## src/rtl/ps2c_pkg.sv

```systemverilog
package ps2c_pkg;

    localparam int BYTE_W = 8;

    // command codes
    localparam logic [7:0] OP_CFG_RD   = 8'h20;
    localparam logic [7:0] OP_CFG_WR   = 8'h60;
    localparam logic [7:0] OP_MSE_OFF  = 8'hA7;
    localparam logic [7:0] OP_MSE_ON   = 8'hA8;
    localparam logic [7:0] OP_KBD_OFF  = 8'hAD;
    localparam logic [7:0] OP_KBD_ON   = 8'hAE;
    localparam logic [7:0] OP_OPORT_WR = 8'hD1;
    localparam logic [7:0] OP_KOB_WR   = 8'hD2;
    localparam logic [7:0] OP_MOB_WR   = 8'hD3;
    localparam logic [7:0] OP_TO_MSE   = 8'hD4;
    localparam logic [7:0] OP_PULSE_LO = 8'hF0;

    // configuration bit positions
    localparam int CFG_KIRQ   = 0;
    localparam int CFG_MIRQ   = 1;
    localparam int CFG_SYS    = 2;
    localparam int CFG_KOFF   = 4;
    localparam int CFG_MOFF   = 5;
    localparam int CFG_XLAT   = 6;

    localparam logic [7:0] CFG_RESET = 8'h45;

    typedef enum logic [2:0] {
        PEND_NONE,
        PEND_CFG,
        PEND_OPORT,
        PEND_KOB,
        PEND_MOB,
        PEND_MSE
    } pend_e;

    typedef struct packed {
        logic               valid;
        logic               mouse;
        logic [BYTE_W-1:0]  data;
    } load_t;

    typedef struct packed {
        logic   cfg_rd;
        logic   arm;
        pend_e  arm_to;
        logic   moff_set;
        logic   moff_clr;
        logic   koff_set;
        logic   koff_clr;
        logic   unsup;
    } cmd_dec_t;

    function automatic logic in_span(input logic [7:0] c, input int lo, input int hi);
        return (int'(c) >= lo) && (int'(c) <= hi);
    endfunction

    function automatic logic legacy_unsup(input logic [7:0] c);
        return in_span(c, 8'hA4, 8'hA6) || in_span(c, 8'hA9, 8'hAC) ||
               in_span(c, 8'hC0, 8'hC2) || (c == 8'hD0) || (c == 8'hDD) ||
               (c == 8'hDF) || (c == 8'hE0) || (c == 8'hFE);
    endfunction

    function automatic logic [7:0] pack_status(input logic obf, input logic mobf,
                                               input logic cmd_last, input logic sys);
        return {2'b00, mobf, 1'b1, cmd_last, sys, 1'b0, obf};
    endfunction

endpackage

```

## src/rtl/ps2c_cmd_decode.sv

```systemverilog
module ps2c_cmd_decode
    import ps2c_pkg::*;
#(
    parameter int RAM_WINDOW  = 32,
    parameter int PULSE_COUNT = 14
) (
    input  logic [7:0] code,
    output cmd_dec_t   dec
);
    localparam int RD_LO = int'(OP_CFG_RD) + 1;
    localparam int RD_HI = int'(OP_CFG_RD) + RAM_WINDOW - 1;
    localparam int WR_LO = int'(OP_CFG_WR) + 1;
    localparam int WR_HI = int'(OP_CFG_WR) + RAM_WINDOW - 1;
    localparam int PL_LO = int'(OP_PULSE_LO);
    localparam int PL_HI = int'(OP_PULSE_LO) + PULSE_COUNT - 1;

    always_comb begin
        dec          = '0;
        dec.arm_to   = PEND_NONE;
        dec.unsup    = in_span(code, RD_LO, RD_HI) || in_span(code, WR_LO, WR_HI) ||
                       in_span(code, PL_LO, PL_HI) || legacy_unsup(code);
        unique case (code)
            OP_CFG_RD:   dec.cfg_rd   = 1'b1;
            OP_CFG_WR:   begin dec.arm = 1'b1; dec.arm_to = PEND_CFG;   end
            OP_OPORT_WR: begin dec.arm = 1'b1; dec.arm_to = PEND_OPORT; end
            OP_KOB_WR:   begin dec.arm = 1'b1; dec.arm_to = PEND_KOB;   end
            OP_MOB_WR:   begin dec.arm = 1'b1; dec.arm_to = PEND_MOB;   end
            OP_TO_MSE:   begin dec.arm = 1'b1; dec.arm_to = PEND_MSE;   end
            OP_MSE_OFF:  dec.moff_set = 1'b1;
            OP_MSE_ON:   dec.moff_clr = 1'b1;
            OP_KBD_OFF:  dec.koff_set = 1'b1;
            OP_KBD_ON:   dec.koff_clr = 1'b1;
            default: ;
        endcase
    end
endmodule

```

## src/rtl/ps2c_ctrl_state.sv

```systemverilog
module ps2c_ctrl_state
    import ps2c_pkg::*;
(
    input  logic        clk,
    input  logic        rst,
    input  logic        cmd_wr,
    input  logic        data_wr,
    input  logic [7:0]  wdata,
    input  cmd_dec_t    dec,
    output logic [7:0]  cfg,
    output pend_e       pend,
    output logic        cmd_last,
    output logic        sys_flag,
    output logic        err
);
    logic bad_oport;
    assign bad_oport = data_wr && (pend == PEND_OPORT) && !wdata[0];

    always_ff @(posedge clk) begin
        if (rst) begin
            cfg      <= CFG_RESET;
            pend     <= PEND_NONE;
            cmd_last <= 1'b1;
            sys_flag <= 1'b1;
            err      <= 1'b0;
        end else begin
            err <= (cmd_wr && dec.unsup) || bad_oport;
            if (cmd_wr) begin
                cmd_last <= 1'b1;
                if (dec.arm)      pend           <= dec.arm_to;
                if (dec.moff_set) cfg[CFG_MOFF]  <= 1'b1;
                if (dec.moff_clr) cfg[CFG_MOFF]  <= 1'b0;
                if (dec.koff_set) cfg[CFG_KOFF]  <= 1'b1;
                if (dec.koff_clr) cfg[CFG_KOFF]  <= 1'b0;
            end else if (data_wr) begin
                cmd_last <= 1'b0;
                pend     <= PEND_NONE;
                if (pend == PEND_CFG) begin
                    cfg      <= wdata;
                    sys_flag <= wdata[CFG_SYS];
                end
            end
        end
    end
endmodule

```

## src/rtl/ps2c_outbuf.sv

```systemverilog
module ps2c_outbuf
    import ps2c_pkg::*;
#(
    parameter int NUM_CH = 2
) (
    input  logic              clk,
    input  logic              rst,
    input  load_t             host_load,
    input  logic              data_rd,
    input  logic [NUM_CH-1:0] avail,
    input  logic [7:0]        rx_byte [NUM_CH],
    input  logic [NUM_CH-1:0] irq_en,
    output logic [NUM_CH-1:0] pull,
    output logic [NUM_CH-1:0] irq,
    output logic              obf,
    output logic              mobf,
    output logic [7:0]        dout
);
    logic  room;
    load_t nxt;

    assign room = !host_load.valid && (!obf || data_rd);

    // channel 0 (keyboard) outranks channel 1 (mouse)
    genvar g;
    generate
        for (g = 0; g < NUM_CH; g++) begin : g_pull
            if (g == 0) begin : g_first
                assign pull[g] = room && avail[g];
            end else begin : g_rest
                assign pull[g] = room && avail[g] && !(|avail[g-1:0]);
            end
        end
    endgenerate

    always_comb begin
        nxt = host_load;
        if (pull[0])      nxt = '{valid: 1'b1, mouse: 1'b0, data: rx_byte[0]};
        else if (pull[1]) nxt = '{valid: 1'b1, mouse: 1'b1, data: rx_byte[1]};
    end

    always_ff @(posedge clk) begin
        if (rst) begin
            obf  <= 1'b0;
            mobf <= 1'b0;
            dout <= '0;
            irq  <= '0;
        end else begin
            irq <= '0;
            if (nxt.valid) begin
                obf  <= 1'b1;
                mobf <= nxt.mouse;
                dout <= nxt.data;
                irq  <= {nxt.mouse && irq_en[1], !nxt.mouse && irq_en[0]};
            end else if (data_rd) begin
                obf  <= 1'b0;
                mobf <= 1'b0;
            end
        end
    end
endmodule

```

## src/rtl/ps2_host_regs.sv

```systemverilog
module ps2_host_regs
    import ps2c_pkg::*;
#(
    parameter int RAM_WINDOW  = 32,
    parameter int PULSE_COUNT = 14
) (
    input  logic       clk,
    input  logic       rst,
    input  logic       bus_en,
    input  logic       bus_we,
    input  logic       bus_cmd,
    input  logic [7:0] bus_wdata,
    output logic [7:0] bus_rdata,
    input  logic       kbd_avail,
    input  logic [7:0] kbd_rx_byte,
    output logic       kbd_pull,
    output logic       kbd_push,
    output logic [7:0] kbd_tx_byte,
    input  logic       mse_avail,
    input  logic [7:0] mse_rx_byte,
    output logic       mse_pull,
    output logic       mse_push,
    output logic [7:0] mse_tx_byte,
    output logic       irq_kbd,
    output logic       irq_mse,
    output logic       cmd_err
);
    logic       cmd_wr, data_wr, data_rd;
    cmd_dec_t   dec;
    logic [7:0] cfg;
    pend_e      pend;
    logic       cmd_last, sys_flag;
    load_t      host_load;
    logic       obf, mobf;
    logic [7:0] dout;
    logic [1:0] pull, irq;
    logic [7:0] rx_bytes [2];

    assign cmd_wr  = bus_en && bus_we && bus_cmd;
    assign data_wr = bus_en && bus_we && !bus_cmd;
    assign data_rd = bus_en && !bus_we && !bus_cmd;

    ps2c_cmd_decode #(
        .RAM_WINDOW (RAM_WINDOW),
        .PULSE_COUNT(PULSE_COUNT)
    ) u_dec (
        .code(bus_wdata),
        .dec (dec)
    );

    ps2c_ctrl_state u_ctrl (
        .clk     (clk),
        .rst     (rst),
        .cmd_wr  (cmd_wr),
        .data_wr (data_wr),
        .wdata   (bus_wdata),
        .dec     (dec),
        .cfg     (cfg),
        .pend    (pend),
        .cmd_last(cmd_last),
        .sys_flag(sys_flag),
        .err     (cmd_err)
    );

    always_comb begin
        host_load = '0;
        if (cmd_wr && dec.cfg_rd)
            host_load = '{valid: 1'b1, mouse: 1'b0, data: cfg};
        else if (data_wr && pend == PEND_KOB)
            host_load = '{valid: 1'b1, mouse: 1'b0, data: bus_wdata};
        else if (data_wr && pend == PEND_MOB)
            host_load = '{valid: 1'b1, mouse: 1'b1, data: bus_wdata};
    end

    assign rx_bytes[0] = kbd_rx_byte;
    assign rx_bytes[1] = mse_rx_byte;

    ps2c_outbuf #(.NUM_CH(2)) u_obuf (
        .clk      (clk),
        .rst      (rst),
        .host_load(host_load),
        .data_rd  (data_rd),
        .avail    ({mse_avail, kbd_avail}),
        .rx_byte  (rx_bytes),
        .irq_en   ({cfg[CFG_MIRQ], cfg[CFG_KIRQ]}),
        .pull     (pull),
        .irq      (irq),
        .obf      (obf),
        .mobf     (mobf),
        .dout     (dout)
    );

    assign kbd_pull    = pull[0];
    assign mse_pull    = pull[1];
    assign irq_kbd     = irq[0];
    assign irq_mse     = irq[1];
    assign kbd_push    = data_wr && (pend == PEND_NONE);
    assign mse_push    = data_wr && (pend == PEND_MSE);
    assign kbd_tx_byte = bus_wdata;
    assign mse_tx_byte = bus_wdata;
    assign bus_rdata   = bus_cmd ? pack_status(obf, mobf, cmd_last, sys_flag) : dout;
endmodule

```

## config.mk

```make
export PLATFORM = sky130hd
export DESIGN_NAME = ps2_host_regs
export DESIGN_NICKNAME = d
export VERILOG_FILES = /design/src/rtl/ps2c_pkg.sv /design/src/rtl/ps2c_cmd_decode.sv /design/src/rtl/ps2c_ctrl_state.sv /design/src/rtl/ps2c_outbuf.sv /design/src/rtl/ps2_host_regs.sv
export SDC_FILE = /design/constraint.sdc
export NUM_CORES = 1
export LEC_CHECK = 0
export ABC_AREA = 1
export BUFFER_PORTS_ARGS = -buffer_cell sky130_fd_sc_hd__buf_2
export CORE_ASPECT_RATIO = 2
export CORE_MARGIN = 1.5
export CORE_UTILIZATION = 54
export DETAILED_ROUTE_END_ITERATION = 6
export PLACE_DENSITY_LB_ADDON = 0.25
export SYNTH_ARGS = -nofsm -noshare
export SYNTH_HDL_FRONTEND = slang
export SYNTH_HIERARCHICAL = 1
export SYNTH_SLANG_ARGS = --single-unit
```

## constraint.sdc

```tcl
create_clock -name clk -period 2.4 [get_ports clk]
set_clock_uncertainty 0.15 [all_clocks]
set_input_delay 0.12 -clock clk [delete_from_list [all_inputs] [get_ports clk]]
set_output_delay 0.12 -clock clk [all_outputs]
set_load 0.02 [all_outputs]
```

* Word level (Yosys, flattened, before mapping) *
Index checks and enable logic that the tools add are counted.

storage, ports and cells
  register bits = 26
  bits in latches = 0
  memory bits (writable) = 0
  bits in read-only memories = 0
  input bits = 31
  output and inout port bits = 31
  logic and storage cells = 127
  memories kept = 0

cells by class
  $add $sub $neg = 0
  multipliers = 0
  div/mod/pow operators = 0
  order comparisons = 12
  eq/ne operators = 23
  shifts and indexed selects = 0
  mux-type cells = 25
  bitwise operators = 2
  reduce and logical (&&, ||, !) cells = 54

operators by type and width
  kind                                                                      count
  8-bit == test (second input constant)                                     13
  10-bit two-way mux                                                        5
  8-bit >= comparator (second input constant)                               4
  8-bit <= comparator (second input constant)                               4
  1-bit logical AND                                                         25
  4-bit one-hot mux with 5 select lines                                     1
  1-bit logical OR                                                          12
  1-bit two-way mux                                                         12
  6-bit two-way mux                                                         2
  3-bit two-way mux                                                         3
  3-bit AND reduction                                                       3
  8-bit by 6-bit == test with 1-bit output (second input constant)          1
  8-bit by 7-bit == test with 1-bit output (second input constant)          1
  8-bit by 6-bit >= comparator with 1-bit output (second input constant)    1
  8-bit by 7-bit >= comparator with 1-bit output (second input constant)    1
  8-bit by 6-bit <= comparator with 1-bit output (second input constant)    1
  8-bit by 7-bit <= comparator with 1-bit output (second input constant)    1
  8-bit two-way mux                                                         1
  1-bit zero test                                                           7
  3-bit by 2-bit == test with 1-bit output (second input constant)          2
  3-bit == test (second input constant)                                     2
  3-bit by 1-bit inequality test with 1-bit output (second input constant)  2
  2-bit nonzero test                                                        3
  2-bit OR reduction                                                        2
  6 further kinds                                                           7

* Longest topological paths before layout *
Gate-level depths: netlist of run 1.

  word-level depth = 14
  gate-level depth with buffers = 13
  gate-level depth less buffers = 12

* By module *
Netlist of run 1, hierarchy kept.

modules (own cells, without submodules)
  module           instances  cells an instance  area each (um^2)  seq. area each (um^2)
  ps2c_outbuf      1          115                838.3             240.2
  ps2_host_regs    1          91                 613.1             0.0
  ps2c_ctrl_state  1          91                 604.3             260.2
  ps2c_cmd_decode  1          71                 325.3             0.0

* Least setup slack after synthesis of run 1 *
OpenSTA, ideal clock, no wires.

  path type = input -> register
  from = input bus_wdata[3]
  to = register u_obuf.dout[3]
  library setup time = 0.114 ns
  arrival time = 1.601 ns
  required time = 2.136 ns
  path slack = 0.535 ns
  cell stages on the path = 13
  path buffers = 1
  path through = nor2_2 -> nand2_2 -> nor4_1 -> buf_1 -> nand2_1 -> nand3_2 -> inv_2 -> nand3_4 -> inv_1 -> nand2_1 -> nand3_1 -> nand2_1 -> nand2_1

RTL lines
  item                    line                 text
  start: declaration      ps2_host_regs.sv:12  input logic [7:0] bus_wdata,
  end signal: assignment  ps2c_outbuf.sv:53    dout <= nxt.data;
  end: declaration        ps2c_outbuf.sv:17    output logic [7:0] dout

==> impl_metrics.yaml, run 1 <==
grt:
  antenna_found_initial: 0
  number_of_global_route_vias_before_repair: 2355
  wire_length_of_the_first_global_routing_pass_um: 9970
  grt_start_max_net_pins: 21
  global_route.usage.total: 0.2631
  grt_overflow_total: 0
sta:
  fmax_mhz: 453.7
  layout_worst_path_cycle_share: 0.9183
  tightest_slew_ns: 0.4090
  timing.slew.headroom: 0.7248
  hold_viol: 0
  final_max_slew_viol_count: 0
  grt_setup_unrepaired: "no"
  post-route-worst-setup-slack_ns: 0.1960
  tns_ns: 0
  final.hold.worst_slack_ns: 0.01744
  finalSetupViolCount: 0
  period_minus_slack_ns: 2.204
critical_path:
  worst_setup_path_start_kind: "flop"
  timing.critical_path.fanout_max: 11
  crit_family: "flip-flops"
  crit_top_cell: "sky130_fd_sc_hd__inv_2"
  endpoint_kind: "output port"
  cpPeakStageDelay_ns: 0.57
  timing.critical_path.required_ns: 2.13
  cp.depth: 8
  regToRegSetupSlack_ns: 0.32
  criticalPathCategory: "reg2out"
  cp_data_arrival_time_ns: 1.93
  logic_depth_of_the_worst_register_to_register_path: 10
  critical_path.cell_chain: "inv_2 > nor2_8 > nand2_2 > nand3_2 > inv_2 > nand3_4 > inv_2 > buf_2"
  worst-path-buf-inv: 4
  crit_path_top_delay_cell: "sky130_fd_sc_hd__dfxtp_1"
floorplanning:
  floorplan.core_area_um2: 4297
  row_count: 34
  floorplan.die_area_um2: 4841
  die_h_um: 96.91
  initial_core_util: 0.5542
  io-pin-count: 62
  chipWidth_um: 49.96
power_and_ir_drop:
  design_power_total_mw: 1.060
  max-vdd-ir-drop_uv: 280.0
  power_density_nw_per_um2: 392.5
  leakagePower_nw: 1.384
cells_and_area:
  antenna_cells_inserted: 0
  regArea_um2: 501.7
  layout.cells.most_common_list: "sky130_fd_sc_hd__nand2_1 (90), sky130_fd_sc_hd__buf_2 (61), sky130_fd_sc_hd__inv_1 (43)"
  multi_input_area_um2: 1470
  final_common_cell: "sky130_fd_sc_hd__nand2_1"
  layout.nets: 453
  fin_area_um2: 2700
  proportion_of_layout_cells_with_a_drive_suffix_above_1: 0.3349
  area.growth.synth_to_final_pct: 13.40
  total_of_fill_cells_in_the_finished_design: 453
drt:
  drcViolationCount: 0
  initialDrtViolationCount: 73
  via_count: 2464
  antenna_violating_nets_post_route: 0
  route.detailed.vias_per_inst: 5.187
  route.detailed.wl_per_inst_um: 12.84
  iteration_count_of_the_initial_detailed_routing_pass: 4
  drt_wl_total_um: 6100
clock_tree:
  cts.path.max_buffers: 2
  htree_levels: 1
  clk_pin_slew_ns: 0.09
  insertion_delay_ns: 0.27
  numCtsBuffers: 3
  numClockSinks: 25
  cts_root_buf: "sky130_fd_sc_hd__clkbuf_8"
  tritoncts: "yes"
logic_synthesis:
  yosys_warnings: 6
  syn_std_cell_area_um2: 2381
  synth_top_flop_cell: "sky130_fd_sc_hd__dfxtp_1"
  synth_edf_count: 0
  number_of_flip_flops_and_latches_in_the_synthesized_netlist: 25
  synth.lib_cells_used.distinct: 33
  synth_nets: 399
  sequential_share_of_the_synthesized_area: 0.2102
  synth_cells: 368
  synth_area_per_cell_um2: 6.470
  synth-async-reset-ratio: 0
placement:
  placedInstanceArea_um2: 2603
  dp_worst_setup_slack_ns: 0.1505
  dpl.hpwl_um: 4937
  gp_routability_congestion: 0.8893
  io_buffers: 61
min_path:
  worst_hold_path_type: "in2reg"
  hold_path_depth: 5
outcome:
  outcome: "complete, no violations"
flow_run:
  count_of_maximum_capacitance_violations: 0
per-stage QoR:
| step | cells | utilization |
|---|---|---|
| floorplan | 368 | - |
| global placement | 466 | 0.6057 |
| detailed placement | 466 | 0.6057 |
| CTS | 471 | 0.6194 |
| global route | 475 | 0.6284 |
| finish | 475 | 0.6284 |
final timing paths:
kind                          startpoint                          end
max reg2reg  u_ctrl/pend[2]$_SDFFE_PP0P_     u_obuf/mobf$_SDFFE_PP0P_
min reg2reg   u_ctrl/cfg[1]$_SDFFE_PP0P_     u_obuf/irq[1]$_SDFF_PP0_
max          u_ctrl/pend[2]$_SDFFE_PP0P_                     kbd_pull
min                       mse_rx_byte[3]  u_obuf/dout[3]$_SDFFE_PP0P_
synthesized netlist by cell type (all sizes together), types with 5 or more instances:
library cell | n | area share
nor2 | 43 | 0.099
inv | 55 | 0.088
nand3b | 9 | 0.028
o21ai | 7 | 0.015
a21oi | 15 | 0.049
dfxtp | 25 | 0.21
nand3 | 59 | 0.17
buf | 23 | 0.082
and2 | 7 | 0.018
nand4 | 11 | 0.029
nor3 | 5 | 0.013
nand2 | 102 | 0.18
report_power, final:
part	internal, mW	total, mW	switching [mW]
sequential	0.438	0.447	0.00955
combinational	0.123	0.351	0.228
clock	0.118	0.261	0.143
total	0.679	1.06	0.381
layout make-up:
type	instances	share of cell area
tap	54	0.02502
multi-input combinational	263	0.5445
inverter	57	0.08202
clock inverter	1	0.002780
sequential	25	0.1858
clock buffer	3	0.01529
timing repair buffer	72	0.1446
state kept, by name, indices dropped and copies added (netlist names):
| register | count |
|---|---|
| u_obuf/mobf | 1 |
| u_ctrl/err | 1 |
| u_obuf/obf | 1 |
| u_ctrl/cmd_last | 1 |
| u_obuf/irq | 2 |
| u_ctrl/cfg | 8 |
| u_ctrl/pend | 3 |
| u_obuf/dout | 8 |
cell families after synthesis:
kind of cell | synth area share
simple gates | 0.5507
compound gates | 0.06359
flops | 0.2102
buf+inv | 0.1755
repair_timing:
action	CTS	global route
endpoints found under the hold margin	5	0
setup endpoints to repair	0	1
setup buffers	0	4
resized for setup	0	2
hold buffers	1	0
layer usage:
layer | GRT usage | vias to the layer above | routed length, µm
li1 | - | 1260 | -
met1 | 0.2275 | 1104 | 1995
met2 | 0.5333 | 75 | 3583
met3 | 0.01852 | 25 | 183
met4 | 0.1645 | 0 | 337
met5 | 0 | - | 0
worst reg2reg max path: stages, from the launching register on:
cell,delay (ns)
sky130_fd_sc_hd__dfxtp_1,0.57
sky130_fd_sc_hd__inv_2,0.13
sky130_fd_sc_hd__nor2_8,0.19
sky130_fd_sc_hd__nand2_2,0.09
sky130_fd_sc_hd__nand3_2,0.11
sky130_fd_sc_hd__inv_2,0.11
sky130_fd_sc_hd__nand3_4,0.20
sky130_fd_sc_hd__buf_4,0.17
sky130_fd_sc_hd__nand2_1,0.09
sky130_fd_sc_hd__o21ai_1,0.13
sky130_fd_sc_hd__nor2_1,0.05
Note: power is estimated with default switching activity, not from simulation.
==> run 2, diff against run 1 <==
CORE_UTILIZATION = 51   (was 54)
SYNTH_HIERARCHICAL = default   (was 1)
==> run 2 against run 1 <==
  * Count of clock-buffer cells in the layout increased by 1
  * Power decreased by 10%
  * Synthesized cell count decreased by 20%
  * Critical endpoint is now mse_pull
  * Sequential share of layout area increased by 4.9 points
  * Synthesized area decreased by 21%
  * Largest power group unchanged
==> impl_metrics.yaml, run 2 <==
floorplanning:
  floorplan.die_area_um2: 4062
  chipWidth_um: 45.83
  row_count: 31
  initial_core_util: 0.5242
  floorplan.core_area_um2: 3568
  io-pin-count: 62
  die_h_um: 88.65
critical_path:
  timing.critical_path.required_ns: 2.13
  cp_data_arrival_time_ns: 1.73
  criticalPathCategory: "reg2out"
  end_point_of_the_critical_path: "mse_pull"
  timing.critical_path.fanout_max: 11
  regToRegEndpoint: "u_obuf.dout[2]$_SDFFE_PP0P_"
  endpoint_kind: "output port"
  worst_setup_path_start_kind: "flop"
  r2r_start: "u_ctrl.pend[1]$_SDFFE_PP0P_"
  critical_path.startpoint: "u_ctrl.pend[1]$_SDFFE_PP0P_"
  regToRegSetupSlack_ns: 0.57
  logic_depth_of_the_worst_register_to_register_path: 9
sta:
  final.hold.worst_slack_ns: 0.003893
  layout_worst_path_cycle_share: 0.8353
  finalSetupViolCount: 0
  fmax_mhz: 498.8
  timing.slew.headroom: 0.6487
  tns_ns: 0
  hold_viol: 0
  period_minus_slack_ns: 2.005
  grt_setup_unrepaired: "no"
  tightest_slew_ns: 0.5229
  final_max_slew_viol_count: 0
clock_tree:
  cts_setup_buffers: 0
  insertion_delay_ns: 0.26
  tritoncts: "yes"
  cts_root_buf: "sky130_fd_sc_hd__clkbuf_8"
  htree_levels: 1
  cts.repair.resized: 0
  clk_pin_slew_ns: 0.08
  numClockSinks: 25
  cts.path.max_buffers: 2
  numCtsBuffers: 3
cells_and_area:
  area.growth.synth_to_final_pct: 14.11
  multi_input_area_um2: 1086
  post_layout_nonfiller_instances: 390
  antenna_cells_inserted: 0
  total_of_fill_cells_in_the_finished_design: 375
  proportion_of_layout_cells_with_a_drive_suffix_above_1: 0.2727
  layout.cells.most_common_list: "sky130_fd_sc_hd__nand2_1 (78), sky130_fd_sc_hd__buf_2 (61), sky130_fd_sc_hd__nor2_1 (36)"
  layout.nets: 373
  regArea_um2: 500.5
  fin_area_um2: 2135
  final_common_cell: "sky130_fd_sc_hd__nand2_1"
  final_util: 0.5982
  reg_top3: "u_ctrl.cfg: 8 flops, u_obuf.dout: 8 flops, u_ctrl.pend: 3 flops"
grt:
  wire_length_of_the_first_global_routing_pass_um: 7507
  grt_overflow_total: 0
  grt_start_max_net_pins: 14
  global_route.usage.total: 0.2468
  number_of_global_route_vias_before_repair: 1768
  antenna_found_initial: 0
logic_synthesis:
  yosysMostFrequentCell: "sky130_fd_sc_hd__nand2_1"
  synth-async-reset-ratio: 0
  synth_largest_type_area_fraction: 0.2676
  synth_top_cells_by_area: "sky130_fd_sc_hd__dfxtp_1 (27%), sky130_fd_sc_hd__nand2_1 (16%), sky130_fd_sc_hd__nor2_1 (7.2%)"
  syn_std_cell_area_um2: 1871
  synth_top_flop_cell: "sky130_fd_sc_hd__dfxtp_1"
  synth_nets: 327
  synth_cells: 296
  number_of_flip_flops_and_latches_in_the_synthesized_netlist: 25
  netlist_top_cells_count: "sky130_fd_sc_hd__nand2_1 (78), sky130_fd_sc_hd__nor2_1 (36), sky130_fd_sc_hd__inv_1 (26)"
  yosys_warnings: 0
  synth.lib_cells_used.distinct: 30
  synth_area_per_cell_um2: 6.319
  sequential_share_of_the_synthesized_area: 0.2676
  synth_edf_count: 0
  synth_area_leader_cell: "sky130_fd_sc_hd__dfxtp_1"
placement:
  dpl.hpwl_um: 3816
  io_buffers: 61
  placed_cells: 385
  placedInstanceArea_um2: 2079
  gp_routability_congestion: 0.9329
drt:
  route.detailed.wl_per_inst_um: 11.96
  drt_wl_total_um: 4665
  antenna_violating_nets_post_route: 0
  drcViolationCount: 0
  route.detailed.vias_per_inst: 5.128
  iteration_count_of_the_initial_detailed_routing_pass: 4
  initialDrtViolationCount: 29
  via_count: 2000
power_and_ir_drop:
  max-vdd-ir-drop_uv: 231.1
  leakagePower_nw: 1.075
  power_density_nw_per_um2: 444.5
flow_run:
  count_of_maximum_capacitance_violations: 0
outcome:
  outcome: "complete, no violations"
min_path:
  worst_hold_path_type: "in2reg"
-- run 2: changes by cell type in the layout (fill, tap and decap cells not counted), sizes merged, moves of 4 or more --
cell,change
and2,-7
o211ai,+5
nand2,-19
nor2,+4
nand3,-39
nand3b,-8
inv,-22
buf,-10
a21oi,+5
o21ai,+15
-- run 2: worst min path at each step --
| stage | slack, ns | start | depth (start not counted) | endpoint |
|---|---|---|---|---|
| finish | 0.004 | mse_rx_byte[0] | 5 | u_obuf.dout[0]$_SDFFE_PP0P_ |
| floorplan | 0.16 | rst | 3 | u_ctrl.cfg[1]$_SDFFE_PP0P_ |
| global route | 0.03 | mse_rx_byte[2] | 5 | u_obuf.dout[2]$_SDFFE_PP0P_ |
| global placement | 0.27 | kbd_rx_byte[4] | 5 | u_obuf.dout[4]$_SDFFE_PP0P_ |
| detailed placement | 0.28 | kbd_rx_byte[3] | 5 | u_obuf.dout[3]$_SDFFE_PP0P_ |
| CTS | 0.005 | mse_rx_byte[0] | 5 | u_obuf.dout[0]$_SDFFE_PP0P_ |
-- run 2: layout make-up --
cell class | count | share of cell area
sequential | 25 | 0.2345
tap | 49 | 0.02872
inverter | 33 | 0.05920
multi-input combinational | 217 | 0.5088
timing repair buffer | 62 | 0.1477
clock buffer | 4 | 0.02110
-- run 2: report_power, final --
part / total, mW / switching, mW / internal, mW
Sequential: 0.444 / 0.0102 / 0.434
Combinational: 0.259 / 0.172 / 0.0871
Clock: 0.245 / 0.127 / 0.119
-- run 2: metrics by stage --
step | worst slack (ns) | total power [mW]
3_3_place_gp | 0.6510 | 0.7096
5_1_grt | 0.2751 | 0.9994
6_report | 0.3953 | 0.9487
2_1_floorplan | 0.8255 | 0.6430
4_1_cts | 0.3931 | 0.9560
3_5_place_dp | 0.5826 | 0.7121
-- run 2: cells by family (layout without fill, tap and decap cells) --
logic type	count (synthesis)	after routing	synth area share
AOI/OAI and AO/OA	49	49	0.1465
buffers and inverters	54	99	0.1518
DFF	25	25	0.2676
and+or+nand+nor	168	168	0.4341
-- run 2: critical path: stages (launching register included) --
cell and delay, ns:
sky130_fd_sc_hd__dfxtp_1 0.44, sky130_fd_sc_hd__nor2_1 0.08, sky130_fd_sc_hd__nand2_1 0.06, sky130_fd_sc_hd__nand2_1 0.05, sky130_fd_sc_hd__nand2_2 0.23, sky130_fd_sc_hd__nand4_2 0.23
sky130_fd_sc_hd__inv_4 0.18, sky130_fd_sc_hd__buf_2 0.19
-- run 2: per-layer routing --
| layer | up-vias | global-route usage | wire length, µm |
|---|---|---|---|
| met1 | 880 | 0.2519 | 1740 |
| li1 | 1037 | - | - |
| met2 | 66 | 0.4584 | 2493 |
| met5 | - | 0 | 0 |
| met3 | 17 | 0.01429 | 188 |
| met4 | 0 | 0.1481 | 242 |
-- run 2: what timing repair did --
action / CTS / global route
endpoints found under the setup margin: 0 / 0
hold buffers: 1 / 0
hold endpoints to repair: 1 / 0
